`src/rtl/adc_seq_pkg.sv`:
```
`timescale 1ns/1ps
package adc_seq_pkg;

    typedef enum logic [1:0] {
        ST_IDLE    = 2'd0,
        ST_ACQUIRE = 2'd1,
        ST_SETTLE  = 2'd2,
        ST_DRAIN   = 2'd3
    } seq_state_e;

    // Ticks between the end of one window and the start of the next
    localparam int SEQ_SETTLE_TICKS  = 1;
    localparam int PAIR_SETTLE_TICKS = 3;
    localparam int SETTLE_W          = 2;

endpackage

```
`src/rtl/adc_seq_sampler.sv`:
```
`timescale 1ns/1ps
module adc_seq_sampler
    import adc_seq_pkg::*;
#(
    parameter int ACQ_W = 6,
    parameter int CNT_W = 4
) (
    input  logic             clk,
    input  logic             rst_n,
    input  logic             clk_en,
    input  logic             soc,
    input  logic             mode_simul,
    input  logic [ACQ_W-1:0] acq_ps,
    input  logic [CNT_W-1:0] max_conv,
    input  logic             cont_run,
    input  logic             drain_done,
    output logic             sh_pulse,
    output logic [CNT_W-1:0] chan_idx,
    output logic             push,
    output logic [CNT_W-1:0] push_slot,
    output logic             push_last,
    output logic             busy,
    output logic             cfg_simul,
    output logic [ACQ_W-1:0] cfg_acq
);

    localparam logic [SETTLE_W-1:0] SEQ_GAP_END  = SETTLE_W'(SEQ_SETTLE_TICKS - 1);
    localparam logic [SETTLE_W-1:0] PAIR_GAP_END = SETTLE_W'(PAIR_SETTLE_TICKS - 1);

    seq_state_e          state_q, state_d;
    logic [ACQ_W-1:0]    acq_q, acq_d;
    logic [SETTLE_W-1:0] gap_q, gap_d;
    logic [CNT_W-1:0]    idx_q, idx_d;
    logic [ACQ_W-1:0]    cfg_acq_q, cfg_acq_d;
    logic [CNT_W-1:0]    cfg_max_q, cfg_max_d;
    logic                cfg_simul_q, cfg_simul_d;

    logic acq_done;
    logic at_last;
    logic settle_done;

    assign acq_done    = (acq_q == cfg_acq_q);
    assign at_last     = cfg_simul_q ? (idx_q == {1'b0, cfg_max_q[CNT_W-2:0]})
                                     : (idx_q == cfg_max_q);
    assign settle_done = (gap_q == (cfg_simul_q ? PAIR_GAP_END : SEQ_GAP_END));

    // Next-state logic
    always_comb begin
        state_d     = state_q;
        acq_d       = acq_q;
        gap_d       = gap_q;
        idx_d       = idx_q;
        cfg_acq_d   = cfg_acq_q;
        cfg_max_d   = cfg_max_q;
        cfg_simul_d = cfg_simul_q;
        unique case (state_q)
            ST_IDLE: begin
                if (soc) begin
                    state_d     = ST_ACQUIRE;
                    acq_d       = '0;
                    idx_d       = '0;
                    cfg_acq_d   = acq_ps;
                    cfg_max_d   = max_conv;
                    cfg_simul_d = mode_simul;
                end
            end
            ST_ACQUIRE: begin
                if (acq_done) begin
                    gap_d = '0;
                    if (at_last) begin
                        idx_d   = '0;
                        state_d = cont_run ? ST_SETTLE : ST_DRAIN;
                    end else begin
                        idx_d   = idx_q + 1'b1;
                        state_d = ST_SETTLE;
                    end
                end else begin
                    acq_d = acq_q + 1'b1;
                end
            end
            ST_SETTLE: begin
                if (settle_done) begin
                    state_d = ST_ACQUIRE;
                    acq_d   = '0;
                end else begin
                    gap_d = gap_q + 1'b1;
                end
            end
            ST_DRAIN: begin
                if (drain_done) begin
                    state_d = ST_IDLE;
                end
            end
            default: state_d = ST_IDLE;
        endcase
    end

    // State register
    always_ff @(posedge clk or negedge rst_n) begin
        if (!rst_n) begin
            state_q     <= ST_IDLE;
            acq_q       <= '0;
            gap_q       <= '0;
            idx_q       <= '0;
            cfg_acq_q   <= '0;
            cfg_max_q   <= '0;
            cfg_simul_q <= 1'b0;
        end else if (clk_en) begin
            state_q     <= state_d;
            acq_q       <= acq_d;
            gap_q       <= gap_d;
            idx_q       <= idx_d;
            cfg_acq_q   <= cfg_acq_d;
            cfg_max_q   <= cfg_max_d;
            cfg_simul_q <= cfg_simul_d;
        end
    end

    // Outputs
    always_comb begin
        sh_pulse  = 1'b0;
        chan_idx  = '0;
        push      = 1'b0;
        push_slot = idx_q;
        push_last = at_last;
        busy      = 1'b1;
        unique case (state_q)
            ST_IDLE: busy = 1'b0;
            ST_ACQUIRE: begin
                sh_pulse = 1'b1;
                chan_idx = idx_q;
                push     = acq_done;
            end
            ST_SETTLE: busy = 1'b1;
            ST_DRAIN:  busy = 1'b1;
            default:   busy = 1'b0;
        endcase
    end

    assign cfg_simul = cfg_simul_q;
    assign cfg_acq   = cfg_acq_q;

endmodule

```
`src/rtl/adc_seq_pipe.sv`:
```
`timescale 1ns/1ps
module adc_seq_pipe #(
    parameter int CNT_W      = 4,
    parameter int PIPE_DEPTH = 4
) (
    input  logic             clk,
    input  logic             rst_n,
    input  logic             clk_en,
    input  logic             push,
    input  logic [CNT_W-1:0] push_slot,
    input  logic             push_last,
    input  logic             pair_mode,
    output logic             res_valid_a,
    output logic [CNT_W-1:0] res_slot_a,
    output logic             res_valid_b,
    output logic [CNT_W-1:0] res_slot_b,
    output logic             eos
);

    localparam int LAST = PIPE_DEPTH - 1;

    logic [PIPE_DEPTH-1:0] v_q;
    logic [PIPE_DEPTH-1:0] last_q;
    logic [CNT_W-1:0]      slot_q [PIPE_DEPTH];

    logic                  b_v_q;
    logic                  b_last_q;
    logic [CNT_W-2:0]      b_pair_q;

    // Conversion pipeline, one stage per tick
    always_ff @(posedge clk or negedge rst_n) begin
        if (!rst_n) begin
            v_q    <= '0;
            last_q <= '0;
            for (int s = 0; s < PIPE_DEPTH; s++) slot_q[s] <= '0;
        end else if (clk_en) begin
            v_q[0]    <= push;
            last_q[0] <= push_last;
            slot_q[0] <= push_slot;
            for (int s = 1; s < PIPE_DEPTH; s++) begin
                v_q[s]    <= v_q[s-1];
                last_q[s] <= last_q[s-1];
                slot_q[s] <= slot_q[s-1];
            end
        end
    end

    // Second channel of a pair trails the first by one tick
    always_ff @(posedge clk or negedge rst_n) begin
        if (!rst_n) begin
            b_v_q    <= 1'b0;
            b_last_q <= 1'b0;
            b_pair_q <= '0;
        end else if (clk_en) begin
            b_v_q    <= v_q[LAST] & pair_mode;
            b_last_q <= last_q[LAST];
            b_pair_q <= slot_q[LAST][CNT_W-2:0];
        end
    end

    assign res_valid_a = v_q[LAST];
    assign res_slot_a  = pair_mode ? {slot_q[LAST][CNT_W-2:0], 1'b0} : slot_q[LAST];
    assign res_valid_b = b_v_q;
    assign res_slot_b  = {b_pair_q, 1'b1};
    assign eos         = pair_mode ? (b_v_q & b_last_q) : (v_q[LAST] & last_q[LAST]);

endmodule

```
`src/rtl/adc_seq_result_stub.sv`:
```
`timescale 1ns/1ps
module adc_seq_result_stub #(
    parameter int                 CNT_W = 4,
    parameter int                 TAG_W = 8,
    parameter logic [TAG_W-1:0]   TAG   = 8'hC3
) (
    input  logic                   valid,
    input  logic [CNT_W-1:0]       slot,
    output logic [TAG_W+CNT_W-1:0] code
);

    assign code = valid ? {TAG, slot} : '0;

endmodule

```
`src/rtl/adc_seq_timer.sv`:
```
`timescale 1ns/1ps
module adc_seq_timer #(
    parameter int               ACQ_W      = 6,
    parameter int               CNT_W      = 4,
    parameter int               PIPE_DEPTH = 4,
    parameter int               TAG_W      = 8,
    parameter logic [TAG_W-1:0] RES_TAG    = 8'hC3,
    localparam int              CODE_W     = TAG_W + CNT_W
) (
    input  logic              clk,
    input  logic              rst_n,
    input  logic              clk_en,
    input  logic              soc,
    input  logic              mode_simul,
    input  logic [ACQ_W-1:0]  acq_ps,
    input  logic [CNT_W-1:0]  max_conv,
    input  logic              cont_run,
    output logic              sh_pulse,
    output logic [CNT_W-1:0]  chan_idx,
    output logic              res_valid_a,
    output logic [CNT_W-1:0]  res_slot_a,
    output logic [CODE_W-1:0] res_code_a,
    output logic              res_valid_b,
    output logic [CNT_W-1:0]  res_slot_b,
    output logic [CODE_W-1:0] res_code_b,
    output logic              eos
);

    localparam int N_CH = 2;

    logic             push;
    logic [CNT_W-1:0] push_slot;
    logic             push_last;
    logic             busy;
    logic             cfg_simul;
    logic [ACQ_W-1:0] cfg_acq;

    adc_seq_sampler #(
        .ACQ_W (ACQ_W),
        .CNT_W (CNT_W)
    ) u_sampler (
        .clk        (clk),
        .rst_n      (rst_n),
        .clk_en     (clk_en),
        .soc        (soc),
        .mode_simul (mode_simul),
        .acq_ps     (acq_ps),
        .max_conv   (max_conv),
        .cont_run   (cont_run),
        .drain_done (eos),
        .sh_pulse   (sh_pulse),
        .chan_idx   (chan_idx),
        .push       (push),
        .push_slot  (push_slot),
        .push_last  (push_last),
        .busy       (busy),
        .cfg_simul  (cfg_simul),
        .cfg_acq    (cfg_acq)
    );

    adc_seq_pipe #(
        .CNT_W      (CNT_W),
        .PIPE_DEPTH (PIPE_DEPTH)
    ) u_pipe (
        .clk         (clk),
        .rst_n       (rst_n),
        .clk_en      (clk_en),
        .push        (push),
        .push_slot   (push_slot),
        .push_last   (push_last),
        .pair_mode   (cfg_simul),
        .res_valid_a (res_valid_a),
        .res_slot_a  (res_slot_a),
        .res_valid_b (res_valid_b),
        .res_slot_b  (res_slot_b),
        .eos         (eos)
    );

    logic              ch_valid [N_CH];
    logic [CNT_W-1:0]  ch_slot  [N_CH];
    logic [CODE_W-1:0] ch_code  [N_CH];

    assign ch_valid[0] = res_valid_a;
    assign ch_valid[1] = res_valid_b;
    assign ch_slot[0]  = res_slot_a;
    assign ch_slot[1]  = res_slot_b;

    for (genvar c = 0; c < N_CH; c++) begin : g_stub
        adc_seq_result_stub #(
            .CNT_W (CNT_W),
            .TAG_W (TAG_W),
            .TAG   (RES_TAG)
        ) u_stub (
            .valid (ch_valid[c]),
            .slot  (ch_slot[c]),
            .code  (ch_code[c])
        );
    end

    assign res_code_a = ch_code[0];
    assign res_code_b = ch_code[1];

endmodule

```
`config.mk`:
```
export PLATFORM = sky130hd
export DESIGN_NAME = adc_seq_timer
export DESIGN_NICKNAME = d
export VERILOG_FILES = /design/src/rtl/adc_seq_pkg.sv /design/src/rtl/adc_seq_sampler.sv /design/src/rtl/adc_seq_pipe.sv /design/src/rtl/adc_seq_result_stub.sv /design/src/rtl/adc_seq_timer.sv
export SDC_FILE = /design/constraint.sdc
export NUM_CORES = 1
export LEC_CHECK = 0
export BUFFER_PORTS_ARGS = -buffer_cell sky130_fd_sc_hd__buf_2
export CORE_ASPECT_RATIO = 1.5
export CORE_UTILIZATION = 45
export CTS_CLUSTER_DIAMETER = 200
export CTS_CLUSTER_SIZE = 12
export DETAILED_ROUTE_END_ITERATION = 8
export HOLD_SLACK_MARGIN = 0.05
export PLACE_DENSITY_LB_ADDON = 0.3
export REMOVE_ABC_BUFFERS = 1
export SYNTH_ARGS = -nofsm -noshare
export SYNTH_HDL_FRONTEND = slang
export SYNTH_SLANG_ARGS = --single-unit
```
`constraint.sdc`:
```
create_clock -name clk -period 2.14 [get_ports clk]
set_input_delay 0.214 -clock clk [delete_from_list [all_inputs] [get_ports clk]]
set_output_delay 0.214 -clock clk [all_outputs]
set_load 0.01 [all_outputs]
```
==> results of run 1 <==
-- flip-flops by register name (all words and copies together) (netlist names) --
signal / cells
u_pipe.b_last_q: 1
u_pipe.b_pair_q: 3
u_pipe.last_q: 4
u_pipe.res_valid_b: 1
u_pipe.slot_q: 16
u_pipe.v_q: 4
u_sampler.acq_q: 6
u_sampler.cfg_acq: 6
u_sampler.cfg_max_q: 4
u_sampler.cfg_simul: 1
u_sampler.gap_q: 2
u_sampler.push_slot: 4
u_sampler.state_q: 2
-- synth_stat cells, drive strengths merged, types with 5 or more instances --
cell type	instances
nor2	5
dfrtp	54
xor2	10
a21oi	7
o21ai	10
buf	22
inv	8
and2	10
nand2	16
mux2	41
nor2b	6
-- per-stage QoR --
step,hold slack [ns],utilization,power (mW),std cells
after floorplan,-0.08159,-,2.587,218
after global placement,0.2263,0.5072,2.942,340
after detailed placement,0.2288,0.5072,2.987,340
after CTS,0.1310,0.5237,3.551,349
after global routing,0.1217,0.5237,3.772,349
final,0.1340,0.5237,3.513,349
-- cell families (layout without fill, tap and decap cells) --
| kind of cell | Yosys count | count (layout) |
|---|---|---|
| buffers and inverters | 34 | 67 |
| AND/OR/NAND/NOR | 56 | 56 |
| XOR/XNOR | 11 | 11 |
| multiplexers | 43 | 43 |
| adder cells (fa/ha/maj) | 2 | 2 |
| AO/OA/AOI/OAI | 35 | 35 |
| other | 2 | 9 |
| flip-flops | 54 | 54 |
-- worst paths after layout --
path,slack [ns],start,cells after the start,endpoint
worst min-delay path,0.13,max_conv[3],2,u_sampler.cfg_max_q[3]$_DFFE_PN0P_
min in group asynchronous,0.42,rst_n,2,u_pipe.slot_q[9]$_DFFE_PN0P_
max in group asynchronous,1.18,rst_n,3,u_pipe.slot_q[15]$_DFFE_PN0P_
worst max-delay path,0.31,u_sampler.state_q[1]$_DFFE_PN0P_,5,u_sampler.acq_q[5]$_DFFE_PN0P_
worst max register to register,0.31,u_sampler.state_q[1]$_DFFE_PN0P_,5,u_sampler.acq_q[5]$_DFFE_PN0P_
worst min register to register,0.50,u_pipe.last_q[0]$_DFFE_PN0P_,1,u_pipe.last_q[1]$_DFFE_PN0P_
-- worst max-delay path, stage by stage, from the launching register on --
cell	delay, ns
dfrtp_1	0.55
inv_1	0.24
nor3_2	0.35
o31ai_4	0.13
or3_1	0.34
o211ai_2	0.13
-- area by class of cell --
type,instances,share of cell area
Clock inverter,2,0.004477
Multi-Input combinational cell,156,0.4013
Timing Repair Buffer,51,0.09198
Clock buffer,6,0.02361
Inverter,8,0.009768
Tap cell,72,0.02930
Sequential cell,54,0.4396
-- per-layer routing --
layer  vias up  wire length (um)
met5         -                 0
met4         0                79
met3         8               192
met2        52              2360
met1       904              2190
li1        878                 -
-- report_power, final --
| group | switching [mW] | internal (mW) | leakage [nW] | total (mW) |
|---|---|---|---|---|
| Sequential | 0.316 | 1.34 | 0.673 | 1.66 |
| Clock | 0.327 | 0.232 | 0.0452 | 0.559 |
| Combinational | 0.644 | 0.653 | 0.805 | 1.30 |
| Total | 1.29 | 2.23 | 1.52 | 3.51 |
-- timing repair --
action                                 4_1_cts  5_1_grt
endpoints found under the hold margin       22        0
hold buffers                                 1        0
setup endpoints to repair                    0        0
==> flow_summary.json, run 1 <==
{
  "grt_pass1_wl_um": 8328,
  "place_ws_ns": 0.3362,
  "design.core.area_sq_um": 5871,
  "clk_latency_ns": 0.31,
  "synth_compound_gate_area_share": 0.09914,
  "die_area_sq_um": 6466,
  "grt_start_max_net_pins": 33,
  "number_of_buffers_added_for_setup_after_cts": 0,
  "most_frequent_cells_in_the_layout": "dfrtp_1 (54), buf_2 (46), mux2_2 (41), nand2_1 (15)",
  "yosys.area.top_type": "dfrtp_1",
  "clock-skew-final_ns": 0.01244,
  "dominant_combinational_cell_family_by_area_after_synthesis": "multiplexers",
  "routed_wl_um": 4823,
  "power_leakage_nw": 1.524,
  "run_status": "complete, no violations",
  "synth_mux_area_frac": 0.1743,
  "synthesis.area_per_instance_sq_um": 11.66,
  "multiInputGateArea_sq_um": 1234,
  "grt-ovfl-total": 0,
  "syn_inst": 237,
  "tritoncts": "yes",
  "number_of_unique_standard_cell_types_used_by_synthesis": 47,
  "fp-row-count": 34,
  "postSynthRegisterBits": 54,
  "fmaxAchievable_ghz": 0.5476,
  "io_pins": 56,
  "worst_setup_hold_path_clk_slew_ns": 0.10,
  "port_buffers": 46,
  "hpwl_um": 3569,
  "detail_route.first_pass.iterations": 4,
  "synth_top_cell_area_share": 0.4889,
  "synth_enable_flop_cells": 0,
  "critPathKind": "flip-flop to flip-flop",
  "track_usage": 0.1652,
  "finalWorstPathRequiredPeriod_ns": 1.826,
  "synthArstFlopShare": 1.000,
  "max_cap_viol_count": 0,
  "worst_slew_margin_rel": 0.6467,
  "routedWlPerCell_um": 13.82,
  "synth_top_flop_cell": "dfrtp_1",
  "final-max-slew-violation-count": 0,
  "area.growth.synth_to_final_pct": 11.23,
  "gr-usage-met2": 0.2653,
  "layout-drive-gt1-share": 0.3971,
  "vias_per_cell": 5.278,
  "cp_max_fo": 10,
  "cts_buffers": 5,
  "antenna_found_initial": 0,
  "finalWorstSetupSlack_ns": 0.3137,
  "clk_path_buf_depth": 2,
  "die_width_um": 65.99,
  "synth-xor-area-share": 0.03486,
  "dr_total_vias": 1842,
  "num-nets-final": 294,
  "timing.hold.worst.class": "primary input to flip-flop",
  "first_global_vias": 1751,
  "unrepaired_setup_endpoints_after_global_routing": "no",
  "cts.root.buffer_cell": "clkbuf_8",
  "synth_simple_gate_area_share": 0.1168,
  "gpl.final_weighted_congestion": 0.8716,
  "timing_worst_slew_pin_value_ns": 0.5300,
  "timing.critical_path.arrival_ns": 2.07,
  "clock_sinks": 54,
  "fillerInstances": 553,
  "clock_tree.htree_level_count": 2,
  "finalCritPeriodShare": 0.8534,
  "ys_warn_count": 0,
  "start_kind": "flip-flop",
  "diodes": 0,
  "drt-initial-drc-count": 86,
  "synth_sequential_area_ratio": 0.4889,
  "number_of_gates_resized_after_cts": 0,
  "syn-cell-area_sq_um": 2764,
  "synthTopCellsByArea": "dfrtp_1 (49%), mux2_2 (17%), buf_4 (5.4%)",
  "vdd_ir_drop_max_mv": 0.5517,
  "synth_adder_area_share": 0.009054,
  "cellPowerDensity_nw_per_um2": 1143,
  "final_hold_viol_count": 0,
  "required_ns": 2.38,
  "layout.cells.most_common": "dfrtp_1",
  "chipHeight_um": 97.99,
  "globalRouteMet3Util": 0.03154,
  "end_kind": "flip-flop",
  "timing.final.setup_violations": 0,
  "fin_tns_setup_ns": 0,
  "fin_area_sq_um": 3074,
  "grt_busiest_layer": "met2",
  "drc": 0,
  "drt.antenna.violating_nets": 0,
  "floorplan.initialDensity": 0.4708,
  "met1_layer_usage_reported_by_global_route": 0.2191,
  "final-seq-area_sq_um": 1351,
  "post_dp_cell_area_sq_um": 2978
}
Note: power is estimated with default switching activity, not from simulation.
==> run 2: changes to the inputs <==
--- a/config.mk
+++ b/config.mk
@@ -7,6 +7,7 @@
 export LEC_CHECK = 0
 export BUFFER_PORTS_ARGS = -buffer_cell sky130_fd_sc_hd__buf_2
 export CORE_ASPECT_RATIO = 1.5
+export CORE_MARGIN = 4
 export CORE_UTILIZATION = 45
 export CTS_CLUSTER_DIAMETER = 200
 export CTS_CLUSTER_SIZE = 12
==> run 2 against run 1 <==
Non-clock buffer count is 1 higher. Global-route usage is 3.0 points lower. Maximum frequency is 0.98% lower. Critical endpoint is now u_sampler.acq_q[4]$_DFFE_PN0P_.
==> flow_summary.json, run 2 (synthesis results as in run 1) <==
{
  "layout-drive-gt1-share": 0.4029,
  "io_pins": 56,
  "cp_slowest_cell": "dfrtp_1",
  "dr_total_vias": 1828,
  "critical_path.endpoint": "u_sampler.acq_q[4]$_DFFE_PN0P_",
  "vdd_ir_drop_max_mv": 0.6099,
  "final-max-slew-violation-count": 0,
  "met3_length_um": 295,
  "drc": 0,
  "finalCritPeriodShare": 0.8619,
  "antenna_found_initial": 0,
  "timing.critical_path.from": "u_sampler.state_q[1]$_DFFE_PN0P_",
  "drt.antenna.violating_nets": 0,
  "num-nets-final": 295,
  "vias_per_cell": 5.223,
  "detail_route.first_pass.iterations": 4,
  "rr_startpoint": "u_sampler.state_q[1]$_DFFE_PN0P_",
  "reg2reg_to": "u_sampler.acq_q[4]$_DFFE_PN0P_",
  "top_layer_used": "met4",
  "die_area_sq_um": 7486,
  "clk_latency_ns": 0.30,
  "fp-row-count": 34,
  "totalPowerFinal_mw": 3.539,
  "final_util": 0.5241,
  "die_width_um": 71.99,
  "clk_path_buf_depth": 2,
  "slowest_delay_ns": 0.50,
  "met2RoutedLength_um": 2365,
  "most_frequent_cells_in_the_layout": "dfrtp_1 (54), buf_2 (46), mux2_2 (41), nand2_1 (15)",
  "number_of_gates_resized_after_cts": 0,
  "critPathKind": "flip-flop to flip-flop",
  "run_status": "complete, no violations",
  "critical_path_cell_count": 5,
  "fmaxAchievable_ghz": 0.5422,
  "track_usage": 0.1354,
  "largest-register": "u_pipe.slot_q",
  "final_hold_viol_count": 0,
  "cellPowerDensity_nw_per_um2": 1150,
  "timing.critical_path.arrival_ns": 2.04,
  "clock_tree.htree_level_count": 2,
  "chipHeight_um": 104.0,
  "worst_slew_margin_rel": 0.5584,
  "cts.root.buffer_cell": "clkbuf_8",
  "gpl.final_weighted_congestion": 0.7954,
  "drt-initial-drc-count": 66,
  "first_global_vias": 1862,
  "routed_wl_um": 4834,
  "cts_buffers": 5,
  "fin_tns_setup_ns": 0,
  "unrepaired_setup_endpoints_after_global_routing": "no",
  "area.growth.synth_to_final_pct": 11.32,
  "design.core.area_sq_um": 5871,
  "cp_cell_sequence": "inv_1 -> nor3_2 -> o31ai_4 -> nor3_1 -> a221o_2",
  "tritoncts": "yes",
  "port_buffers": 46,
  "clock_sinks": 54,
  "clock-skew-final_ns": 0.005455,
  "floorplan.initialDensity": 0.4708,
  "worst_setup_hold_path_clk_slew_ns": 0.09,
  "flip_flop_count_of_the_largest_register_after_layout": 16,
  "end_kind": "flip-flop",
  "timing_worst_slew_pin_value_ns": 0.6623,
  "timing.critical_path.buf_inv": 1,
  "worst-r2r-setup-slack_ns": 0.30,
  "grt_pass1_wl_um": 8307,
  "diodes": 0,
  "max_cap_viol_count": 0,
  "worst-r2r-cell-count": 5,
  "required_ns": 2.33,
  "grt_start_max_net_pins": 55,
  "layout.cells.most_common": "dfrtp_1",
  "routedWlPerCell_um": 13.81,
  "timing.hold.worst.class": "primary input to flip-flop",
  "power_leakage_nw": 1.524,
  "hpwl_um": 3586,
  "detail_route.wirelength.met1_um": 2124,
  "timing.final.setup_violations": 0,
  "start_kind": "flip-flop",
  "cpLargestDelayFamily": "compound AO/OA/AOI/OAI gates",
  "timing.hold.ws_ns": 0.1369,
  "cp_max_fo": 10,
  "finalWorstPathRequiredPeriod_ns": 1.844,
  "grt-ovfl-total": 0
}
run 2: cell count changes in the layout (fill, tap and decap cells not counted), sizes merged:
cell	before	now
buf	50	51
clkbuf	6	5
clkinv	2	1
clkinvlp	0	1
inv	8	9
run 2: per-layer routing:
metal,vias up,global-route usage
met3,5,0.02708
met5,-,0
met2,62,0.2368
met1,883,0.1683
li1,878,-
met4,0,0.03226
run 2: timing repair:
action | in CTS | in global routing
endpoints found under the hold margin | 11 | 0
buffers inserted | 0 | 0
hold buffers | 1 | 0
run 2: cell type report:
class | instances | area [sq um]
Clock buffer | 5 | 68.82
Clock inverter | 3 | 25.02
Fill cell | 532 | 2794
Inverter | 8 | 30.03
Multi-Input combinational cell | 156 | 1234
Sequential cell | 54 | 1351
Tap cell | 72 | 90.09
Timing Repair Buffer | 52 | 277.8
run 2: where the power goes:
part	switching, mW	leakage [nW]	internal, mW	total [mW]
Sequential	0.307	0.673	1.34	1.65
Combinational	0.659	0.806	0.660	1.32
Clock	0.336	0.0447	0.237	0.573
Total	1.30	1.52	2.24	3.54
run 2: worst min-delay path by stage:
stage	from	to	slack (ns)	depth (start not counted)
2_1_floorplan	rst_n	u_pipe.b_last_q$_DFFE_PN0P_	-0.08	0
3_3_place_gp	rst_n	u_sampler.cfg_acq[5]$_DFFE_PN0P_	0.37	2
3_5_place_dp	rst_n	u_sampler.cfg_acq[4]$_DFFE_PN0P_	0.38	2
4_1_cts	acq_ps[0]	u_sampler.cfg_acq[0]$_DFFE_PN0P_	0.13	2
5_1_grt	max_conv[3]	u_sampler.cfg_max_q[3]$_DFFE_PN0P_	0.13	2
6_report	max_conv[1]	u_sampler.cfg_max_q[1]$_DFFE_PN0P_	0.14	2
run 2: through the flow:
stage | setup WS (ns) | cells | instance area, sq um
2_1_floorplan | 0.4731 | 218 | 2615
3_3_place_gp | 0.3597 | 341 | 2973
3_5_place_dp | 0.3111 | 341 | 2973
4_1_cts | 0.2881 | 350 | 3077
5_1_grt | 0.1278 | 350 | 3077
6_report | 0.2956 | 350 | 3077
==> run 3: changes to the inputs <==
--- a/config.mk
+++ b/config.mk
@@ -7,14 +7,15 @@
 export LEC_CHECK = 0
 export BUFFER_PORTS_ARGS = -buffer_cell sky130_fd_sc_hd__buf_2
 export CORE_ASPECT_RATIO = 1.5
-export CORE_MARGIN = 4
+export CORE_MARGIN = 2
 export CORE_UTILIZATION = 45
 export CTS_CLUSTER_DIAMETER = 200
 export CTS_CLUSTER_SIZE = 12
 export DETAILED_ROUTE_END_ITERATION = 8
 export HOLD_SLACK_MARGIN = 0.05
-export PLACE_DENSITY_LB_ADDON = 0.3
+export PLACE_DENSITY = 0.76
 export REMOVE_ABC_BUFFERS = 1
 export SYNTH_ARGS = -nofsm -noshare
 export SYNTH_HDL_FRONTEND = slang
+export SYNTH_HIERARCHICAL = 1
 export SYNTH_SLANG_ARGS = --single-unit
==> run 3 against run 2 <==
Flip-flop and latch count unchanged. Die area down 4.4%. Power down 3.6%. Largest power group unchanged. Non-clock buffer count unchanged. Wire length up 7.3%. Clock-buffer cell count unchanged. Critical path type unchanged. Via count up 2.0%. Global-route usage up 2.0 points. Worst setup slack worse by 0.011 ns. Cell area up 4.4%.
==> flow_summary.json, run 3 <==
{
  "place_ws_ns": 0.3177,
  "timing.critical_path.arrival_ns": 2.06,
  "fin_tns_setup_ns": 0,
  "drt.antenna.violating_nets": 0,
  "flip_flop_count_of_the_largest_register_after_layout": 16,
  "cpLargestDelayFamily": "simple AND/OR/NAND/NOR gates",
  "timing.final.setup_violations": 0,
  "synthesis.area_per_instance_sq_um": 11.81,
  "area.growth.synth_to_final_pct": 10.03,
  "grt-ovfl-total": 0,
  "port_buffers": 46,
  "place.detailed.instances": 350,
  "drc": 0,
  "tritoncts": "yes",
  "finalCritPeriodShare": 0.8670,
  "cp_cell_sequence": "xor2_1 -> nor4_4 -> nand4_2 -> a32oi_1 -> o21ai_1",
  "antenna_found_initial": 0,
  "totalPowerFinal_mw": 3.413,
  "cellPowerDensity_nw_per_um2": 1063,
  "cp_max_fo": 7,
  "unrepaired_setup_endpoints_after_global_routing": "no",
  "first_global_vias": 1759,
  "worst_slew_margin_rel": 0.5603,
  "diodes": 0,
  "syn_inst": 247,
  "clk_path_buf_depth": 2,
  "end_kind": "flip-flop",
  "grt_start_max_net_pins": 41,
  "finalWorstPathRequiredPeriod_ns": 1.855,
  "finalWorstSetupSlack_ns": 0.2845,
  "floorplan.initialDensity": 0.4692,
  "design.core.area_sq_um": 6218,
  "fillerInstances": 563,
  "drt-initial-drc-count": 64,
  "gpl.final_weighted_congestion": 0.8569,
  "num-nets-final": 302,
  "timing.critical_path.from": "u_sampler/acq_q[3]$_DFFE_PN0P_",
  "most_frequent_cells_in_the_layout": "dfrtp_1 (54), buf_2 (46), mux2_4 (28), nand2_1 (24), and2_1 (15)",
  "critPathKind": "flip-flop to flip-flop",
  "power_leakage_nw": 1.553,
  "final_util": 0.5163,
  "dr_total_vias": 1865,
  "finished_layout_cells": 359,
  "final_hold_viol_count": 0,
  "final-max-slew-violation-count": 0,
  "largest-register": "u_pipe/slot_q",
  "die_area_sq_um": 7157,
  "layout.cells.most_common": "dfrtp_1",
  "worst_setup_hold_path_clk_slew_ns": 0.10,
  "fin_area_sq_um": 3211,
  "layout-drive-gt1-share": 0.3825,
  "clock-skew-final_ns": 0.008136,
  "timing_worst_slew_pin_value_ns": 0.6595,
  "routed_wl_um": 5186,
  "slowest_delay_ns": 0.47,
  "number_of_buffers_added_for_setup_after_cts": 0,
  "cts_buffers": 5,
  "vias_per_cell": 5.195,
  "rr_startpoint": "u_sampler/acq_q[3]$_DFFE_PN0P_",
  "min-delay-start": "acq_ps[5]",
  "grt_pass1_wl_um": 8700,
  "clk_latency_ns": 0.32,
  "cp_slowest_cell": "dfrtp_1",
  "start_kind": "flip-flop",
  "vdd_ir_drop_max_mv": 0.5983,
  "die_width_um": 69.75,
  "detail_route.first_pass.iterations": 4,
  "timing.hold.ws_ns": 0.1226,
  "max_cap_viol_count": 0,
  "clock_tree.htree_level_count": 2,
  "run_status": "complete, no violations",
  "post_dp_cell_area_sq_um": 3107,
  "io_pins": 56,
  "routedWlPerCell_um": 14.45,
  "fp-row-count": 35,
  "syn-cell-area_sq_um": 2918,
  "cts.root.buffer_cell": "clkbuf_8",
  "track_usage": 0.1549,
  "hpwl_um": 3653,
  "fmaxAchievable_ghz": 0.5389,
  "required_ns": 2.35,
  "timing.hold.worst.class": "primary input to flip-flop",
  "clock_sinks": 54,
  "chipHeight_um": 102.6,
  "timing.critical_path.buf_inv": 0,
  "ys_warn_count": 6
}
## run 3: layout make-up
type / instances / area (sq um) / share of cell area
tap: 74 / 92.59 / 0.02884
inverter: 3 / 11.26 / 0.003507
multi-input combinational: 168 / 1371 / 0.4271
clock inverter: 3 / 25.02 / 0.007794
timing repair buffer: 52 / 290.3 / 0.09041
sequential: 54 / 1351 / 0.4209
clock buffer: 5 / 68.82 / 0.02143
## run 3: worst register-to-register path: stages (launching register included)
cell and delay [ns]:
dfrtp_1 0.47, xor2_1 0.21, nor4_4 0.43, nand4_2 0.26, a32oi_1 0.28, o21ai_1 0.09
## run 3: worst paths after layout
kind | to | slack, ns | cells after the start
max in group asynchronous | u_pipe/b_last_q$_DFFE_PN0P_ | 1.10 | 3
hold reg to reg | u_pipe/slot_q[12]$_DFFE_PN0P_ | 0.52 | 1
setup reg to reg | u_sampler/push_slot[3]$_DFFE_PN0P_ | 0.28 | 5
min in group asynchronous | u_sampler/push_slot[0]$_DFFE_PN0P_ | 0.45 | 2
setup / recovery | u_sampler/push_slot[3]$_DFFE_PN0P_ | 0.28 | 5
hold / removal | u_sampler/cfg_acq[5]$_DFFE_PN0P_ | 0.12 | 2
## run 3: where the power goes
| part | switching [mW] | internal [mW] | leakage, nW | total, mW |
|---|---|---|---|---|
| sequential | 0.281 | 1.30 | 0.638 | 1.59 |
| clock | 0.358 | 0.237 | 0.0447 | 0.594 |
| combinational | 0.583 | 0.649 | 0.870 | 1.23 |
| total | 1.22 | 2.19 | 1.55 | 3.41 |
## run 3: repair_timing
action,CTS,global route
endpoints found under the hold margin,27,0
hold buffers,1,0
gates resized for setup,0,0
## run 3: layer usage
metal | part of all wire | wire, um | global-route usage
met5 | 0 | 0 | 0
met4 | 0.018 | 95 | 0.07249
met3 | 0.052 | 269 | 0.02542
met2 | 0.49 | 2552 | 0.2604
met1 | 0.44 | 2268 | 0.1980
